--- src/rtl/fbc_pkg.sv ---
// Shared constants for the frame buffer control register block.
package fbc_pkg;
    localparam int unsigned ADDR_W     = 5;
    localparam int unsigned DATA_W     = 8;
    localparam int unsigned WINDOW     = 1 << ADDR_W;
    localparam int unsigned CTRL_OFF   = 16;
    localparam int unsigned STAT_OFF   = 17;
    localparam int unsigned GP_FIRST   = 18;
    localparam int unsigned GP_COUNT   = WINDOW - GP_FIRST;
    localparam int unsigned GP_IDX_W   = $clog2(GP_COUNT);
    localparam int unsigned IRQ_EN_BIT = 7;
    localparam int unsigned PEND_BIT   = 7;
    localparam logic [DATA_W-1:0] STAT_FIXED = 8'h61;
endpackage

--- src/rtl/fbc_addr_decode.sv ---
// Address decoder: maps a byte offset to at most one register target.
// Assumes the general bank occupies GP_FIRST up to the top of the window.
module fbc_addr_decode
    import fbc_pkg::*;
#(
    parameter int unsigned AW = ADDR_W
) (
    input  logic [AW-1:0]       addr,
    output logic                sel_ctrl,
    output logic                sel_stat,
    output logic                sel_gp,
    output logic [GP_IDX_W-1:0] gp_idx
);
    localparam logic [AW-1:0] CTRL_A = AW'(CTRL_OFF);
    localparam logic [AW-1:0] STAT_A = AW'(STAT_OFF);
    localparam logic [AW-1:0] GP_A   = AW'(GP_FIRST);

    logic [AW-1:0] gp_off;

    // Purpose: compare the offset against each region of the window.
    always_comb begin
        sel_ctrl = (addr == CTRL_A);
        sel_stat = (addr == STAT_A);
        sel_gp   = (addr >= GP_A);
        gp_off   = addr - GP_A;
        gp_idx   = gp_off[GP_IDX_W-1:0];
    end

    // never more than one target selected.
    always_comb begin
        a_r8_one_target: assert ($onehot0({sel_ctrl, sel_stat, sel_gp}))
            else $error("decoder selected several targets");
    end
endmodule

--- src/rtl/fbc_irq_ctrl.sv ---
// Control register and end-of-frame interrupt state.
// The set path has priority over the status-write clear, so a frame event
// that coincides with a clear is kept. irq is the pending flag itself.
module fbc_irq_ctrl
    import fbc_pkg::*;
#(
    parameter int unsigned DW = DATA_W
) (
    input  logic          clk,
    input  logic          rst_n,
    input  logic          ctrl_wr,
    input  logic          stat_wr,
    input  logic [DW-1:0] wdata,
    input  logic          frame_end,
    output logic [DW-1:0] ctrl_q,
    output logic          pending
);
    logic set_evt;

    // Purpose: qualify the frame strobe with the interrupt enable.
    always_comb set_evt = frame_end && ctrl_q[IRQ_EN_BIT];

    // Purpose: hold the control byte.
    always_ff @(posedge clk) begin
        if (!rst_n)       ctrl_q <= '0;
        else if (ctrl_wr) ctrl_q <= wdata;
    end

    // Purpose: set-dominant pending flag.
    always_ff @(posedge clk) begin
        if (!rst_n)       pending <= 1'b0;
        else if (set_evt) pending <= 1'b1;
        else if (stat_wr) pending <= 1'b0;
    end

    // an enabled frame end leaves the flag set.
    a_r3_set_on_frame: assert property (@(posedge clk) disable iff (!rst_n)
        (frame_end && ctrl_q[IRQ_EN_BIT]) |=> pending);
    // a status write without a new event clears the flag.
    a_r6_clear_on_write: assert property (@(posedge clk) disable iff (!rst_n)
        (stat_wr && !(frame_end && ctrl_q[IRQ_EN_BIT])) |=> !pending);
    // no enabled event means the flag cannot rise.
    a_r4_no_spurious: assert property (@(posedge clk) disable iff (!rst_n)
        (!pending && !(frame_end && ctrl_q[IRQ_EN_BIT])) |=> !pending);
    // only a status write drops the flag.
    a_r11_hold_until_clear: assert property (@(posedge clk) disable iff (!rst_n)
        (pending && !stat_wr) |=> pending);
endmodule

--- src/rtl/fbc_gp_bank.sv ---
// Bank of general byte registers with an indexed write and read.
// Assumes idx values at or beyond COUNT are never selected for writes.
module fbc_gp_bank
    import fbc_pkg::*;
#(
    parameter int unsigned DW    = DATA_W,
    parameter int unsigned COUNT = GP_COUNT,
    parameter int unsigned IW    = GP_IDX_W
) (
    input  logic          clk,
    input  logic          rst_n,
    input  logic          wr,
    input  logic [IW-1:0] idx,
    input  logic [DW-1:0] wdata,
    output logic [DW-1:0] rdata
);
    logic [DW-1:0] regs [COUNT];

    for (genvar g = 0; g < COUNT; g++) begin : g_reg
        logic hit;
        // Purpose: decode the write to this entry.
        always_comb hit = wr && (idx == IW'(g));
        // Purpose: store one general byte.
        always_ff @(posedge clk) begin
            if (!rst_n)   regs[g] <= '0;
            else if (hit) regs[g] <= wdata;
        end
        // an entry not written keeps its value.
        a_r7_hold: assert property (@(posedge clk) disable iff (!rst_n)
            !(wr && idx == IW'(g)) |=> $stable(regs[g]));
    end

    // Purpose: return the indexed entry, zero for unused indices.
    always_comb begin
        rdata = '0;
        for (int i = 0; i < COUNT; i++)
            if (idx == IW'(i)) rdata = regs[i];
    end
endmodule

--- src/rtl/fbc_regs_top.sv ---
// Top of the frame buffer control register block: decode, interrupt
// state, general bank and read-data merge. Reads are combinational.
module fbc_regs_top
    import fbc_pkg::*;
(
    input  logic              clk,
    input  logic              rst_n,
    input  logic              bus_wr,
    input  logic [ADDR_W-1:0] bus_addr,
    input  logic [DATA_W-1:0] bus_wdata,
    output logic [DATA_W-1:0] bus_rdata,
    input  logic              frame_end,
    output logic              irq
);
    logic                sel_ctrl, sel_stat, sel_gp;
    logic [GP_IDX_W-1:0] gp_idx;
    logic [DATA_W-1:0]   ctrl_q, gp_rdata, stat_byte;
    logic                pending;

    fbc_addr_decode #(.AW(ADDR_W)) u_dec (
        .addr(bus_addr), .sel_ctrl(sel_ctrl), .sel_stat(sel_stat),
        .sel_gp(sel_gp), .gp_idx(gp_idx)
    );

    fbc_irq_ctrl #(.DW(DATA_W)) u_irq (
        .clk(clk), .rst_n(rst_n),
        .ctrl_wr(bus_wr && sel_ctrl), .stat_wr(bus_wr && sel_stat),
        .wdata(bus_wdata), .frame_end(frame_end),
        .ctrl_q(ctrl_q), .pending(pending)
    );

    fbc_gp_bank #(.DW(DATA_W), .COUNT(GP_COUNT), .IW(GP_IDX_W)) u_gp (
        .clk(clk), .rst_n(rst_n), .wr(bus_wr && sel_gp),
        .idx(gp_idx), .wdata(bus_wdata), .rdata(gp_rdata)
    );

    // Purpose: merge live pending with the fixed identification bits.
    always_comb begin
        stat_byte = STAT_FIXED;
        stat_byte[PEND_BIT] = pending;
    end

    // Purpose: select read data; unmapped offsets return zero.
    always_comb begin
        if (sel_ctrl)      bus_rdata = ctrl_q;
        else if (sel_stat) bus_rdata = stat_byte;
        else if (sel_gp)   bus_rdata = gp_rdata;
        else               bus_rdata = '0;
    end

    // Purpose: the interrupt line is the pending flag.
    always_comb irq = pending;

    // a status read shows the fixed bits and the interrupt state.
    a_r5_status_word: assert property (@(posedge clk) disable iff (!rst_n)
        (bus_addr == ADDR_W'(STAT_OFF)) |->
        (bus_rdata[6:0] == STAT_FIXED[6:0] && bus_rdata[7] == irq));
    // the low half of the window reads zero.
    a_r8_low_zero: assert property (@(posedge clk) disable iff (!rst_n)
        (bus_addr < ADDR_W'(CTRL_OFF)) |-> (bus_rdata == '0));
    // irq stays up through further frame ends until a status write.
    a_r9_irq_level: assert property (@(posedge clk) disable iff (!rst_n)
        (irq && !(bus_wr && bus_addr == ADDR_W'(STAT_OFF))) |=> irq);
endmodule

--- config.mk ---
export PLATFORM = sky130hd
export DESIGN_NAME = fbc_regs_top
export DESIGN_NICKNAME = d
export VERILOG_FILES = /design/src/rtl/fbc_pkg.sv /design/src/rtl/fbc_addr_decode.sv /design/src/rtl/fbc_irq_ctrl.sv /design/src/rtl/fbc_gp_bank.sv /design/src/rtl/fbc_regs_top.sv
export SDC_FILE = /design/constraint.sdc
export NUM_CORES = 1
export LEC_CHECK = 0
export BUFFER_PORTS_ARGS = -buffer_cell sky130_fd_sc_hd__buf_2
export CORE_MARGIN = 2
export CORE_UTILIZATION = 40
export CTS_BUF_LIST = sky130_fd_sc_hd__clkbuf_16
export DETAILED_ROUTE_END_ITERATION = 10
export SYNTH_ARGS = -nofsm -noshare
export SYNTH_HDL_FRONTEND = slang
export SYNTH_SLANG_ARGS = --single-unit
--- constraint.sdc ---
create_clock -name clk -period 4.09 [get_ports clk]
set_input_delay 0.818 -clock clk [delete_from_list [all_inputs] [get_ports clk]]
set_output_delay 0.818 -clock clk [all_outputs]
set_load 0.02 [all_outputs]
== Yosys cells after proc, flatten, opt, wreduce, memory -nomap -nowiden ==
Memories as Yosys holds them, arrays and structs flattened.
Index checks and enable logic that the tools add are counted.

* $lt $le $gt $ge: 1
* Bitwise logic cells: 14
* Reduce and logical (&&, ||, !) cells: 20
* Mux-type cells: 76
* Add/sub/neg operators: 1
* Equality and inequality tests: 15

{| class="wikitable"
|+ Operator list
! cell !! count
|-
| $mux W8 || 31
|-
| $mux W1 || 45
|-
| $eq A4 B4 Y1 const B || 6
|-
| $logic_and A1 B1 Y1 || 18
|-
| $eq A4 B3 Y1 const B || 4
|-
| $or A1 B1 Y1 || 14
|-
| $eq A5 B5 Y1 const B || 2
|-
| $eq A4 B2 Y1 const B || 2
|-
| $ge A5 B5 Y1 const B || 1
|-
| $eq A4 B1 Y1 const B || 1
|-
| $logic_not A4 Y1 || 1
|-
| $sub A4 B2 Y4 const B || 1
|-
| $reduce_bool A2 Y1 || 1
|}

* Memory bits (writable): 112
* Memories kept: 1
* Output and inout port bits: 9
* Input port bits: 17
* Register bits: 9
* Word-level logic and storage cells: 130

{| class="wikitable"
|+ Memory list
! memory !! depth !! bits a word !! read ports !! clocked after memory_dff !! write ports !! line !! text
|-
| u_gp.regs || 14 || 8 || 14 || 0 || 14 || fbc_gp_bank.sv:17 || <nowiki>logic [DW-1:0] regs [COUNT];</nowiki>
|}

== Depth between registers and ports, before layout ==
* Word-level depth: 19
* Gate-level depth with buffers: 12

== Modules after synthesis ==
A second synthesis with hierarchy kept.

* Cell total of the unflattened synthesis: 561
* Area, all modules: 6321.1 um^2

{| class="wikitable"
|+ Modules (own cells, without submodules)
! module !! area each (um^2) !! instances !! sequential area each (um^2) !! cells an instance
|-
| fbc_gp_bank || 5721.7 || 1 || 3363.2 || 490
|-
| fbc_irq_ctrl || 339.1 || 1 || 180.2 || 29
|-
| fbc_regs_top || 165.2 || 1 || 0.0 || 30
|-
| fbc_addr_decode || 95.1 || 1 || 0.0 || 12
|}

== Least setup slack after synthesis ==
OpenSTA, ideal clock, no wires.

* Path type: input to output
* Start: in bus_addr[1]
* End: out bus_rdata[3]
* Data arrival time: 3.091 ns
* Data required time: 3.272 ns
* Slack: 0.181 ns
* Cell stages on the path: 12
* Path through: buf_6 buf_2 inv_1 buf_2 ha_1 buf_2 buf_2 nand2_1 o22ai_1 a311oi_1 o311a_1 o31ai_1

* Longest elaborated chain between the ends: 19
* Elaborated cells on any way between the ends: 35

{| class="wikitable"
|+ Ends and longest elaborated chain
! element !! line !! text
|-
| from (decl) || fbc_regs_top.sv:9 || <nowiki>input logic [ADDR_W-1:0] bus_addr,</nowiki>
|-
| $sub A4 B2 Y4 || fbc_addr_decode.sv:25 || <nowiki>gp_off = addr - GP_A;</nowiki>
|-
| $logic_not A4 Y1 || fbc_gp_bank.sv:37 || <nowiki>if (idx == IW'(i)) rdata = regs[i];</nowiki>
|-
| $mux W8 (14 in series) || fbc_gp_bank.sv:37 ||
|-
| $mux W8 || fbc_regs_top.sv:47 || <nowiki>else if (sel_gp) bus_rdata = gp_rdata;</nowiki>
|-
| $mux W8 || fbc_regs_top.sv:46 || <nowiki>else if (sel_stat) bus_rdata = stat_byte;</nowiki>
|-
| $mux W8 (*) || fbc_regs_top.sv:45 || <nowiki>if (sel_ctrl) bus_rdata = ctrl_q;</nowiki>
|-
| to (decl) || fbc_regs_top.sv:11 || <nowiki>output logic [DATA_W-1:0] bus_rdata,</nowiki>
|}

Every way passes the cells marked *; elsewhere a longest branch is shown, timed or not.

== Worst setup path after layout ==
* Start: in bus_addr[1]
* End: out bus_rdata[0]

The elaborated chain is that of the path after synthesis.

==> summary.json <==
{
  "status": {"value": "complete, no violations"},
  "synth_enable_flop_cells": {"value": 112},
  "drt_pass1_iterations": {"value": 5},
  "ctsHtreeMaxLevel": {"value": 4},
  "rows": {"value": 45},
  "synth.ff_latch_count": {"value": 121},
  "clk-insertion-delay-late": {"value": 0.42, "unit": "ns"},
  "postSynthAreaPerCell": {"value": 11.7, "unit": "sq um"},
  "total_of_cells_resized_after_clock_tree_synthesis": {"value": 0},
  "synth.yosys.warnings": {"value": 0},
  "finish.cell_count_without_fillers": {"value": 762},
  "timing.final.max_slew_violations": {"value": 0},
  "power.density_cell_area": {"value": 456, "unit": "nW/um^2"},
  "die_h": {"value": 128, "unit": "microns"},
  "nets": {"value": 581},
  "cp.buffers_inverters": {"value": 4},
  "initialDrtViolationCount": {"value": 605},
  "tritoncts.num_buffers": {"value": 17},
  "report.final.hold_viol_count": {"value": 0},
  "r2r_cells": {"value": 2},
  "chip_width": {"value": 128, "unit": "microns"},
  "overflow": {"value": 0},
  "slew-limit-headroom": {"value": 29.3, "unit": "%"},
  "post_synthesis_async_set_or_reset_flop_share": {"value": 0, "unit": "%"},
  "remaining_drc_errors": {"value": 0},
  "critical-path-max-stage-delay": {"value": 0.49, "unit": "ns"},
  "drt-wirelength-per-cell": {"value": 23.1, "unit": "microns"},
  "cts_tree": {"value": "built"},
  "grt_setup_unrepaired": {"value": "false"},
  "synth_cell_type_count": {"value": 63},
  "worstPathRequired": {"value": 3.27, "unit": "ns"},
  "min_delay_path_depth": {"value": 2},
  "critPathLaunchType": {"value": "primary input"},
  "yosysTopAreaCellShare": {"value": 54.7, "unit": "%"},
  "globalRouteTotalUtil": {"value": 22.6, "unit": "%"},
  "syn_to_final_growth": {"value": 15.4, "unit": "%"},
  "postSynth.topFlopCell": {"value": "edfxtp_1"},
  "crit_path_end_kind": {"value": "output port"},
  "path_common_cell": {"value": "buf_2"},
  "cpMaxStageDelayCell": {"value": "nor3b_1"},
  "port_buffers": {"value": 25},
  "worst-path-stages": {"value": 10},
  "clock_tree.root_cell": {"value": "clkbuf_16"},
  "synth_seq_area_share": {"value": 57.6, "unit": "%"},
  "via_count": {"value": 4394},
  "grt_antenna_before_repair": {"value": 0},
  "vias_in_the_first_global_route": {"value": 4368},
  "ios": {"value": 26},
  "cts-hold-fix-buffers": {"value": 0},
  "irDropWorstVdd": {"value": 273, "unit": "uV"},
  "fin_worst_skew": {"value": 0.000170, "unit": "ns"},
  "initial_core_util": {"value": 40.7, "unit": "%"},
  "floorplan.die_area": {"value": 16400, "unit": "sq um"},
  "post_synth_instance_area": {"value": 6150, "unit": "sq um"},
  "core_area": {"value": 15100, "unit": "sq um"},
  "clock.fmax": {"value": 0.261, "unit": "GHz"},
  "netlist.top_cell.by_area": {"value": "edfxtp_1"},
  "post-dp-hpwl": {"value": 11800, "unit": "microns"},
  "routed_wire_length": {"value": 17600, "unit": "microns"},
  "path_clk_slew": {"value": 0.05, "unit": "ns"},
  "vias_per_cell": {"value": 5.77},
  "pin_count_of_the_biggest_net_entering_global_routing": {"value": 38},
  "cap_viol_max_count": {"value": 0},
  "postRouteAntennaNets": {"value": 0},
  "mappedNetlistNets": {"value": 544},
  "layout_common_cells": {"value": "and2_1, edfxtp_1, nand2_1, buf_4, nor2_1"},
  "timing.final.crit_share": {"value": 93.6, "unit": "%"},
  "yosys-top-cells-area": {"value": "edfxtp_1, and2_1, dfxtp_1"},
  "finalSetupTns": {"value": 0, "unit": "ns"},
  "max_slew.worst_pin.slew": {"value": 1.05, "unit": "ns"},
  "min-delay-path-class": {"value": "reg -> reg"},
  "finalWeightedCongestion": {"value": 0.963},
  "diodes": {"value": 0},
  "clk_path_buf_depth": {"value": 2},
  "timing.setup.critical_path_class": {"value": "in -> out"},
  "postCtsSetupRepairBufs": {"value": 0},
  "clock_sinks": {"value": 121},
  "placed_cells": {"value": 732},
  "path_cells": {"value": "buf_2 > inv_1 > ha_1 > buf_4 > nor3b_1 > nand2_1 > a21oi_1 > nor3_1 > a211oi_1 > buf_2"},
  "crit_path_max_fanout": {"value": 14},
  "cellLeakagePower": {"value": 2.56, "unit": "nW"},
  "setup_viol": {"value": 0},
  "timing.critical_path.max_delay_family": {"value": "simple AND/OR/NAND/NOR gates"},
  "most_frequent_standard_cell_in_the_layout_excluding_fill_and_tap_cells": {"value": "and2_1"},
  "wire_length_of_the_first_global_routing_pass": {"value": 26600, "unit": "microns"},
  "layout-drive-gt1-share": {"value": 18.6, "unit": "%"},
  "cp.arrival": {"value": 3.01, "unit": "ns"},
  "syn-instance-count": {"value": 526},
  "post-route-min-period": {"value": 3.83, "unit": "ns"}
}
==> layer usage <==
layer / GRT usage (%) / share of wire [%] / vias to the layer above / wire [microns]
met4: 9.95 / 2.9 / 0 / 511
met1: 30.7 / 45 / 2159 / 7870
met3: 5.88 / 6.8 / 37 / 1200
met5: 0 / 0 / - / 0
li1: - / - / 1998 / -
met2: 34.4 / 45 / 200 / 7990
==> sequential cells by signal, summed over array words and instances, names as in the netlist <==
register       count
u_irq.ctrl_q       8
u_irq.pending      1
u_gp.regs        112
==> through the flow <==
stage	util [%]	instance area (sq um)	hold slack, ns	setup slack (ns)	power, mW
after floorplan	-	6150	0.435	0.181	1.66
after global placement	43.3	6530	0.458	0.304	1.80
after detailed placement	43.3	6530	0.462	0.327	1.80
after CTS	47.0	7100	0.469	0.321	3.24
after global routing	47.0	7100	0.488	0.127	3.33
final	47.0	7100	0.469	0.261	3.23
==> kinds of logic after synthesis <==
kind of cell	Yosys count	share of synthesized area, %
buffers and inverters	45	3.79
AOI/OAI and AO/OA	102	11.2
adders and majority gates	1	0.204
muxes	28	5.90
xor gates and xnor gates	2	0.285
and+or+nand+nor	227	21.0
DFF	121	57.6
==> where the power goes <==
group	total (mW)	switching (mW)	internal (mW)	leakage (nW)
Sequential	1.44	0.0264	1.42	1.14
Combinational	0.340	0.225	0.115	1.14
Clock	1.45	0.517	0.933	0.282
Total	3.23	0.768	2.47	2.56
==> final timing paths <==
kind | slack [ns] | endpoint | startpoint
worst min register to register | 0.47 | u_irq.ctrl_q[1] | u_irq.ctrl_q[1]
worst min-delay path | 0.47 | u_irq.ctrl_q[1] | u_irq.ctrl_q[1]
worst max register to register | 3.30 | u_irq.pending | u_irq.pending
worst max-delay path | 0.26 | bus_rdata[0] | bus_addr[1]
==> Yosys cell counts (3+ instances only) <==
cell type    n
a211oi_1     5
a21boi_0     8
a21oi_1     11
a31oi_1      5
a32oi_1      3
and2_1     113
buf_2       17
buf_4        3
clkbuf_1    15
dfxtp_1      9
edfxtp_1   112
inv_1        7
mux2_2       6
mux2i_1     16
mux4_2       6
nand2_1     33
nand2b_1     4
nand3_1     16
nor2_1      30
nor3_1       8
nor3_2       5
nor3b_1      3
o211ai_1     3
o21a_1       4
o21ai_0     27
o22ai_1      5
o31ai_1      7
==> area by class of cell <==
cell class / instances / area [sq um]
clock buffer: 17 / 425
timing repair buffer: 56 / 358
inverter: 7 / 26.3
sequential: 121 / 3540
tap: 188 / 235
clock inverter: 13 / 138
multi-input combinational: 360 / 2370
fill: 1377 / 7990
==> worst reg2reg max path: stages (launching register included) <==
cell and delay (ns):
dfxtp_1 0.43, o21ai_0 0.12, a21boi_0 0.16
Power figures use the tool's default switching activity.
